**src/rtl/agu_pkg.sv**
```systemverilog
package agu_pkg;
  localparam int AW = 10;
  localparam int LW = AW + 1;
  localparam int NW = 4;
  typedef enum logic [1:0] {
    M_LINEAR = 2'd0,
    M_STRIDE = 2'd1,
    M_BITREV = 2'd2,
    M_CIRC   = 2'd3
  } agu_mode_e;
endpackage

```
**src/rtl/agu_cfg_shadow.sv**
```systemverilog
module agu_cfg_shadow
  import agu_pkg::*;
#(
  parameter int W = AW,
  parameter int LEN_W = W + 1,
  parameter int N_W = NW
) (
  input  logic             clk,
  input  logic             rst_n,
  input  logic             start,
  input  logic [1:0]       mode_i,
  input  logic [W-1:0]     base_i,
  input  logic [W-1:0]     stride_i,
  input  logic [LEN_W-1:0] len_i,
  input  logic [N_W-1:0]   log2n_i,
  output agu_mode_e        mode_o,
  output logic [W-1:0]     base_o,
  output logic [W-1:0]     stride_o,
  output logic [LEN_W-1:0] len_o,
  output logic [N_W-1:0]   log2n_o
);
  logic [N_W-1:0] log2n_clamp;

  always_comb begin
    if (log2n_i == '0)                   log2n_clamp = N_W'(1);
    else if (32'(log2n_i) > W)           log2n_clamp = N_W'(W);
    else                                 log2n_clamp = log2n_i;
  end

  always_ff @(posedge clk or negedge rst_n) begin
    if (!rst_n) begin
      mode_o   <= M_LINEAR;
      base_o   <= '0;
      stride_o <= '0;
      len_o    <= LEN_W'(1);
      log2n_o  <= N_W'(1);
    end else if (start) begin
      mode_o   <= agu_mode_e'(mode_i);
      base_o   <= base_i;
      stride_o <= stride_i;
      len_o    <= (len_i == '0) ? LEN_W'(1) : len_i;
      log2n_o  <= log2n_clamp;
    end
  end
endmodule

```
**src/rtl/agu_offset_unit.sv**
```systemverilog
module agu_offset_unit
  import agu_pkg::*;
#(
  parameter int W = AW,
  parameter int LEN_W = W + 1
) (
  input  logic             clk,
  input  logic             rst_n,
  input  logic             start,
  input  logic             step,
  input  agu_mode_e        mode,
  input  logic [W-1:0]     stride,
  input  logic [LEN_W-1:0] len,
  output logic [W-1:0]     offset,
  output logic [W-1:0]     index,
  output logic             valid
);
  logic [W-1:0]     off_nxt;
  logic [LEN_W-1:0] circ_sum;
  logic             advance;

  assign advance  = valid && step && !start;
  assign circ_sum = LEN_W'(offset) + LEN_W'(stride);

  always_comb begin
    unique case (mode)
      M_LINEAR: off_nxt = offset + W'(1);
      M_STRIDE: off_nxt = offset + stride;
      M_CIRC:   off_nxt = (circ_sum >= len) ? W'(circ_sum - len) : W'(circ_sum);
      default:  off_nxt = offset;
    endcase
  end

  always_ff @(posedge clk or negedge rst_n) begin
    if (!rst_n) begin
      offset <= '0;
      index  <= '0;
      valid  <= 1'b0;
    end else if (start) begin
      offset <= '0;
      index  <= '0;
      valid  <= 1'b1;
    end else if (advance) begin
      offset <= off_nxt;
      index  <= index + W'(1);
    end
  end
endmodule

```
**src/rtl/agu_bitrev.sv**
```systemverilog
module agu_bitrev
  import agu_pkg::*;
#(
  parameter int W = AW,
  parameter int N_W = NW
) (
  input  logic [W-1:0]   index,
  input  logic [W-1:0]   base,
  input  logic [N_W-1:0] log2n,
  output logic [W-1:0]   addr
);
  logic [W-1:0] rev_full;
  logic [W-1:0] field;
  logic [W-1:0] mask;

  for (genvar b = 0; b < W; b++) begin : g_rev
    assign rev_full[b] = index[W-1-b];
  end

  assign field = rev_full >> (W - 32'(log2n));
  assign mask  = W'(((W+1)'(1)) << log2n) - W'(1);
  assign addr  = (base & ~mask) | (field & mask);
endmodule

```
**src/rtl/agu_top.sv**
```systemverilog
module agu_top
  import agu_pkg::*;
#(
  parameter int W = AW,
  parameter int LEN_W = W + 1,
  parameter int N_W = NW
) (
  input  logic             clk,
  input  logic             rst_n,
  input  logic             start,
  input  logic             step,
  input  logic [1:0]       cfg_mode,
  input  logic [W-1:0]     cfg_base,
  input  logic [W-1:0]     cfg_stride,
  input  logic [LEN_W-1:0] cfg_len,
  input  logic [N_W-1:0]   cfg_log2n,
  output logic [W-1:0]     addr,
  output logic             addr_valid
);
  agu_mode_e        mode_q;
  logic [W-1:0]     base_q, stride_q, offset, index, rev_addr;
  logic [LEN_W-1:0] len_q;
  logic [N_W-1:0]   log2n_q;

  agu_cfg_shadow #(.W(W), .LEN_W(LEN_W), .N_W(N_W)) u_shadow (
    .clk(clk), .rst_n(rst_n), .start(start),
    .mode_i(cfg_mode), .base_i(cfg_base), .stride_i(cfg_stride),
    .len_i(cfg_len), .log2n_i(cfg_log2n),
    .mode_o(mode_q), .base_o(base_q), .stride_o(stride_q),
    .len_o(len_q), .log2n_o(log2n_q)
  );

  agu_offset_unit #(.W(W), .LEN_W(LEN_W)) u_offset (
    .clk(clk), .rst_n(rst_n), .start(start), .step(step),
    .mode(mode_q), .stride(stride_q), .len(len_q),
    .offset(offset), .index(index), .valid(addr_valid)
  );

  agu_bitrev #(.W(W), .N_W(N_W)) u_bitrev (
    .index(index), .base(base_q), .log2n(log2n_q), .addr(rev_addr)
  );

  assign addr = (mode_q == M_BITREV) ? rev_addr : base_q + offset;
endmodule

```
**config.mk**
```make
export PLATFORM = sky130hd
export DESIGN_NAME = agu_top
export DESIGN_NICKNAME = d
export VERILOG_FILES = /design/src/rtl/agu_pkg.sv /design/src/rtl/agu_cfg_shadow.sv /design/src/rtl/agu_offset_unit.sv /design/src/rtl/agu_bitrev.sv /design/src/rtl/agu_top.sv
export SDC_FILE = /design/constraint.sdc
export NUM_CORES = 1
export LEC_CHECK = 0
export BUFFER_PORTS_ARGS = -buffer_cell sky130_fd_sc_hd__buf_4
export CORE_UTILIZATION = 51
export DETAILED_ROUTE_END_ITERATION = 8
export PLACE_DENSITY_LB_ADDON = 0.2
export SYNTH_ARGS = -nofsm -noshare
export SYNTH_HDL_FRONTEND = slang
export SYNTH_HIERARCHICAL = 1
export SYNTH_SLANG_ARGS = --single-unit
```
**constraint.sdc**
```tcl
create_clock -name clk -period 5 [get_ports clk]
set_clock_uncertainty 0.1 [all_clocks]
set_input_delay 1.5 -clock clk [delete_from_list [all_inputs] [get_ports clk]]
set_output_delay 1.5 -clock clk [all_outputs]
set_load 0.05 [all_outputs]
```
==> summary.txt, run 1 <==
Yosys reg bits: 58
pwr/cell area: 361 nW/um2
# diodes: 0
CP Buf/Inv Count: 3
status: finished clean
Site Rows: 36
R2R depth: 14
Yosys warnings: 6
I/O Buffers: 51
Placement Setup Slack: 0.602 ns
via count: 4448
Avg Inst Size Synth: 8.98 um2
post-synth top area cell: dfrtp_1
register area: 1460 um2
DR pass1 iterations: 8
hold depth: 1
Top Family by Delay on Critical Path: flip-flops
most frequent cell after synthesis: nand2_1
Max Freq: 0.212 GHz
NumNets Final: 711
starting density of the core: 52.8%
DP Wirelength: 9.67 mm
area grow syn2layout: 12.7%
setup slack after layout: 0.279 ns
RSZ-0062 raised after global routing: false
clk sinks: 58
top post-synthesis cells by area: dfrtp_1, ha_1, mux2_2
Fillers: 888
top cells by count, synth: nand2_1, dfrtp_1, ha_1, a21oi_1, mux2_2
Routed Antenna Nets: 0
VDD IR max: 0.210 mV
post-route cell area: 5820 um2
Synth top area share: 27.1%
vias in the first global route: 4289
Multi-input gate area: 3480 um2
H-tree depth: 3
GR Overflow Total: 0
Final Cycle Share: 94.4%
fin crit period: 4.72 ns
Via density: 5.87
Final Max Tran Viols: 0
WL final: 12.9 mm
Worst slew margin: 22.6%
RePlAce Congestion: 0.906
ys flop type: dfrtp_1
DRT iter0 DRCs: 243
fraction of registers with async set/reset: 100%
layout cell share with drive strength beyond 1: 21.4%
first-pass GRT wire length: 21.1 mm
CTS tree: done
worst min path class: flip-flop to flip-flop
Max clock buf depth: 2
Max Cap Viol: 0
Finish-stage setup viols: 0
Post-CTS Setup Inserts: 0
sequential share of the synthesized area: 28.1%
crit path max-delay cell type: dfstp_4
clock transition at the registers of the reported paths: 0.07 ns
worst endpoint data arrival time: 3.12 ns
startpoint types: flip-flop
Crit Path Category: flip-flop to primary output
number of antenna violations at the first check in global routing: 0
drc violations: 0
worst endpoint required time: 3.40 ns
overall power: 2.10 mW
Post-Synthesis Cells: 575
final hold slack: 0.416 ns
number of synthesized flops with an enable pin: 0
die extent in y: 103 um
Critical Path Fanout Max: 17
Post-Route Utilization: 59.6%
die footprint: 10500 um2
core area: 9770 um2
WL per Instance: 17.0 um
Final Non-Filler Cells: 758
CP Capture Type: primary output
CP cell instances: inv_1 > ha_1 > nand2_1 > ha_1 > inv_1 > a2111oi_1 > a21oi_1 > o21ai_0 > mux2_2 > nor2_1 > a21oi_1 > buf_4
Skew-Pair Late Insertion Delay: 0.34 ns
placed cell count: 742
placed cell areas: 5610 um2
synthesized netlist net count: 666
Leak: 2.67 nW
total negative slack: 0 ns
IO Count: 52
Total GRT Usage: 26.3%
Distinct cells, synth: 73
Worst-Margin Slew: 1.15 ns
Post-Syn Area: 5160 um2
largest net degree at the start of global routing: 59
Inserted Clock Buffers: 9
root buffer cell: clkbuf_8
die span in x: 103 um
final hold vios: 0
critical path depth: 12
max incr delay on CP: 0.73 ns
==> routing by layer <==
metal | wire, um | share of wire [%] | GRT usage (%) | vias up
li1 | - | - | - | 2170
met1 | 6140 | 48 | 37.6 | 2124
met2 | 5800 | 45 | 40.0 | 132
met3 | 735 | 5.7 | 5.15 | 22
met4 | 243 | 1.9 | 8.13 | 0
met5 | 0 | 0 | 0 | -
==> final cells by class <==
class / count / area share [%]
clock buffer: 11 / 2.60
clock inverter: 5 / 0.902
inverter: 32 / 2.06
multi-input combinational: 466 / 59.7
sequential: 58 / 25.0
tap: 133 / 2.86
timing repair buffer: 53 / 6.83
==> worst reg2reg max path, cell delays in order (launching register included) <==
cell and delay (ns):
dfrtp_1 0.43, ha_1 0.22, inv_1 0.06, fa_1 0.40, nand2b_1 0.16, a21boi_0 0.41, o211ai_1 0.19, nand3_1 0.12
nor2b_1 0.22, ha_1 0.33, a21o_2 0.23, o41a_1 0.37, a31oi_4 0.45, mux2i_1 0.26, o221ai_1 0.13
==> power by group <==
part,total [mW],internal (mW),switching [mW]
sequential,0.579,0.515,0.0641
combinational,1.06,0.431,0.632
clock,0.463,0.255,0.208
total,2.10,1.20,0.905
==> cells by family (layout without fill, tap and decap cells) <==
kind of cell / after synthesis / count (layout) / synth area share, %
xor gates and xnor gates: 35 / 35 / 5.94
AOI/OAI and AO/OA: 145 / 145 / 18.6
buffers and inverters: 51 / 101 / 4.55
muxes: 53 / 53 / 12.6
DFF: 58 / 58 / 28.1
adders and majority gates: 51 / 51 / 12.9
and+or+nand+nor: 182 / 182 / 17.2
==> placed cells by master, fill, tap and decap left out, drive strengths merged, types with 3 or more instances in the layout <==
cell type and n:
a211oi 5, a21o 7, a21oi 44, a22oi 9, a31oi 7, and2 10
and3 5, buf 53, clkbuf 11, clkinv 3, dfrtp 56, fa 4
ha 46, inv 32, mux2 43, mux2i 6, mux4 4, nand2 59
nand2b 9, nand3 17, nand3b 3, nand4 4, nor2 37, nor2b 10
nor3 12, nor4 3, o211ai 4, o21a 4, o21ai 37, o31ai 4
or2 3, or3 4, xnor2 18, xor2 17
==> flip-flops by register name (all words and copies together) (netlist names) <==
signal	count
u_offset/valid	1
u_offset/offset	10
u_shadow/mode_o	2
u_shadow/stride_o	10
u_shadow/log2n_o	4
u_offset/index	10
u_shadow/len_o	11
u_shadow/base_o	10
==> final timing paths <==
path	to	from	slack (ns)
max	addr[6]	u_shadow/log2n_o[0]	0.28
min	u_shadow/len_o[2]	u_shadow/len_o[2]	0.42
max reg2reg	u_offset/offset[8]	u_offset/offset[0]	0.79
min reg2reg	u_shadow/len_o[2]	u_shadow/len_o[2]	0.42
max in group asynchronous	u_shadow/len_o[1]	rst_n	3.17
min in group asynchronous	u_shadow/stride_o[5]	rst_n	1.12
==> repair_timing <==
action / in CTS / in global routing
endpoints found under the setup margin: 0 / 1
gates resized for setup: 0 / 2
hold buffers: 0 / 0
hold endpoints to repair: 0 / 0
No activity file was read; power rests on OpenSTA's default activity.
==> inputs of run 2 (changes only) <==
- MAX_ROUTING_LAYER: default -> met4
==> run 2 against run 1 <==
Compared with the run above: core utilization is essentially flat; highest routed layer unchanged; via count grew 0.45%; non-clock buffer count is the same.
==> summary.txt, run 2 (synthesized netlist as in run 1, its figures left out) <==
Net Sw Frac: 42.7% (-0.28 points)
Crit Path Category: flip-flop to primary output
Worst-Margin Slew: 1.21 ns (+0.0552 ns)
hold depth: 1 (unchanged)
largest net degree at the start of global routing: 59 (unchanged)
Total GRT Usage: 27.4% (+1.2 points)
IO Count: 52 (unchanged)
Skew-Pair Late Insertion Delay: 0.35 ns (about the same)
Site Rows: 36 (unchanged)
Reg power frac: 27.3% (-0.2 points)
Internal: 1.22 mW (+1.3%)
CTS tree: done
DR pass1 iterations: 7 (-1)
commonest non-fill, non-tap cell in the layout: nand2_1
status: finished clean
Fillers: 882 (-0.68%)
total negative slack: 0 ns (unchanged)
register area: 1460 um2 (unchanged)
worst min path class: flip-flop to flip-flop
WL per Instance: 17.3 um (+1.7%)
flip-flop count of the largest register after layout: 11 (unchanged)
Max Cap Viol: 0 (unchanged)
placed cell count: 742 (unchanged)
Final Cycle Share: 94.5% (about the same)
die footprint: 10500 um2 (unchanged)
core area: 9770 um2 (unchanged)
Finish-stage setup viols: 0 (unchanged)
RePlAce Congestion: 0.887 (-2.1%)
# diodes: 0 (unchanged)
final hold vios: 0 (unchanged)
Clk network pwr share: 21.7% (-0.3 points)
RSZ-0062 raised after global routing: false
starting density of the core: 52.8% (unchanged)
DRT iter0 DRCs: 244 (+0.41%)
area grow syn2layout: 12.8% (about the same)
Routed Antenna Nets: 0 (unchanged)
pwr/cell area: 364 nW/um2 (+0.78%)
combinational share of power: 51.0% (+0.5 points)
die extent in y: 103 um (unchanged)
Final Non-Filler Cells: 757 (-0.13%)
Multi-input gate area: 3480 um2 (about the same)
setup slack after layout: 0.275 ns (-0.00428 ns)
Placement Setup Slack: 0.609 ns (+0.00687 ns)
drc violations: 0 (unchanged)
I/O Buffers: 51 (unchanged)
NumNets Final: 711 (unchanged)
Critical Path Fanout Max: 17 (unchanged)
Via density: 5.90 (+0.58%)
worst endpoint required time: 3.40 ns (about the same)
Hold Buf Count CTS: 0 (unchanged)
WL final: 13.1 mm (+1.5%)
GR Overflow Total: 0 (unchanged)
startpoint types: flip-flop
CP Capture Type: primary output
switching power: 0.906 mW (+0.16%)
Worst slew margin: 18.9% (-3.7 points)
DP Wirelength: 9.81 mm (+1.5%)
root buffer cell: clkbuf_8
H-tree depth: 3 (unchanged)
Most flops, register: u_shadow/len_o
layout cell share with drive strength beyond 1: 21.3% (-0.13 points)
die span in x: 103 um (unchanged)
Max clock buf depth: 2 (unchanged)
number of antenna violations at the first check in global routing: 0 (unchanged)
R2R depth: 14 (unchanged)
Final Max Tran Viols: 0 (unchanged)
leading cell types in the layout, fill and taps excluded: nand2_1, dfrtp_1, buf_4
fin crit period: 4.73 ns (+0.00428 ns)
Post-Route Utilization: 59.6% (about the same)
Max Freq: 0.212 GHz (about the same)
Inserted Clock Buffers: 9 (unchanged)
vias in the first global route: 4244 (-1.0%)
worst endpoint data arrival time: 3.13 ns (about the same)
clk sinks: 58 (unchanged)
Leak: 2.67 nW (about the same)
first-pass GRT wire length: 21.4 mm (+1.1%)
clock transition at the registers of the reported paths: 0.07 ns (about the same)
VDD IR max: 0.171 mV (-18%)
via count: 4468 (+0.45%)
-- run 2: cell type report --
| cell class | count | area share, % |
|---|---|---|
| clock buffer | 13 | 2.90 |
| clock inverter | 2 | 0.601 |
| inverter | 32 | 2.06 |
| multi-input combinational | 466 | 59.7 |
| sequential | 58 | 25.0 |
| tap | 133 | 2.86 |
| timing repair buffer | 53 | 6.83 |
-- run 2: worst paths after layout --
path,from,endpoint,slack [ns]
max,u_shadow/log2n_o[0],addr[1],0.27
min reg2reg,u_shadow/len_o[3],u_shadow/len_o[3],0.41
max in group asynchronous,rst_n,u_offset/index[0],3.15
min,u_shadow/len_o[3],u_shadow/len_o[3],0.41
min in group asynchronous,rst_n,u_shadow/stride_o[5],1.12
max reg2reg,u_offset/offset[1],u_offset/offset[3],0.81
-- run 2: power groups by stage --
stage / sequential, mW / combinational, mW / clock (mW)
2_1_floorplan: 0.558 / 0.823 / 0
3_3_place_gp: 0.584 / 1.03 / 0
3_5_place_dp: 0.587 / 1.05 / 0
4_1_cts: 0.578 / 1.06 / 0.467
5_1_grt: 0.586 / 1.18 / 0.489
6_report: 0.579 / 1.08 / 0.461
-- run 2: timing repair --
action,4_1_cts,5_1_grt
setup endpoints to repair,0,1
resized for setup,0,3
setup buffers,0,0
-- run 2: critical path, cell delays in order (launching register included) --
cell      delay [ns]
dfstp_4         0.73
inv_1           0.11
ha_2            0.38
mux4_1          0.55
mux2_2          0.27
a211oi_1        0.33
nor2_1          0.09
nand2_1         0.07
nand2_1         0.06
buf_4           0.19
-- run 2: per-layer routing --
metal	part of all wire, %	wire (um)	vias to the layer above	track usage, %
met2	45	5910	139	40.9
li1	-	-	2167	-
met5	0	0	-	-
met1	48	6330	2139	38.6
met3	4.9	643	23	3.39
met4	1.8	232	0	9.12
-- run 2: through the flow --
step	power, mW	cell area (um2)	hold slack [ns]
after floorplan	1.38	5160	0.381
after global placement	1.61	5610	0.393
after detailed placement	1.64	5610	0.398
after CTS	2.11	5820	0.414
after global routing	2.25	5830	0.434
final	2.12	5830	0.411
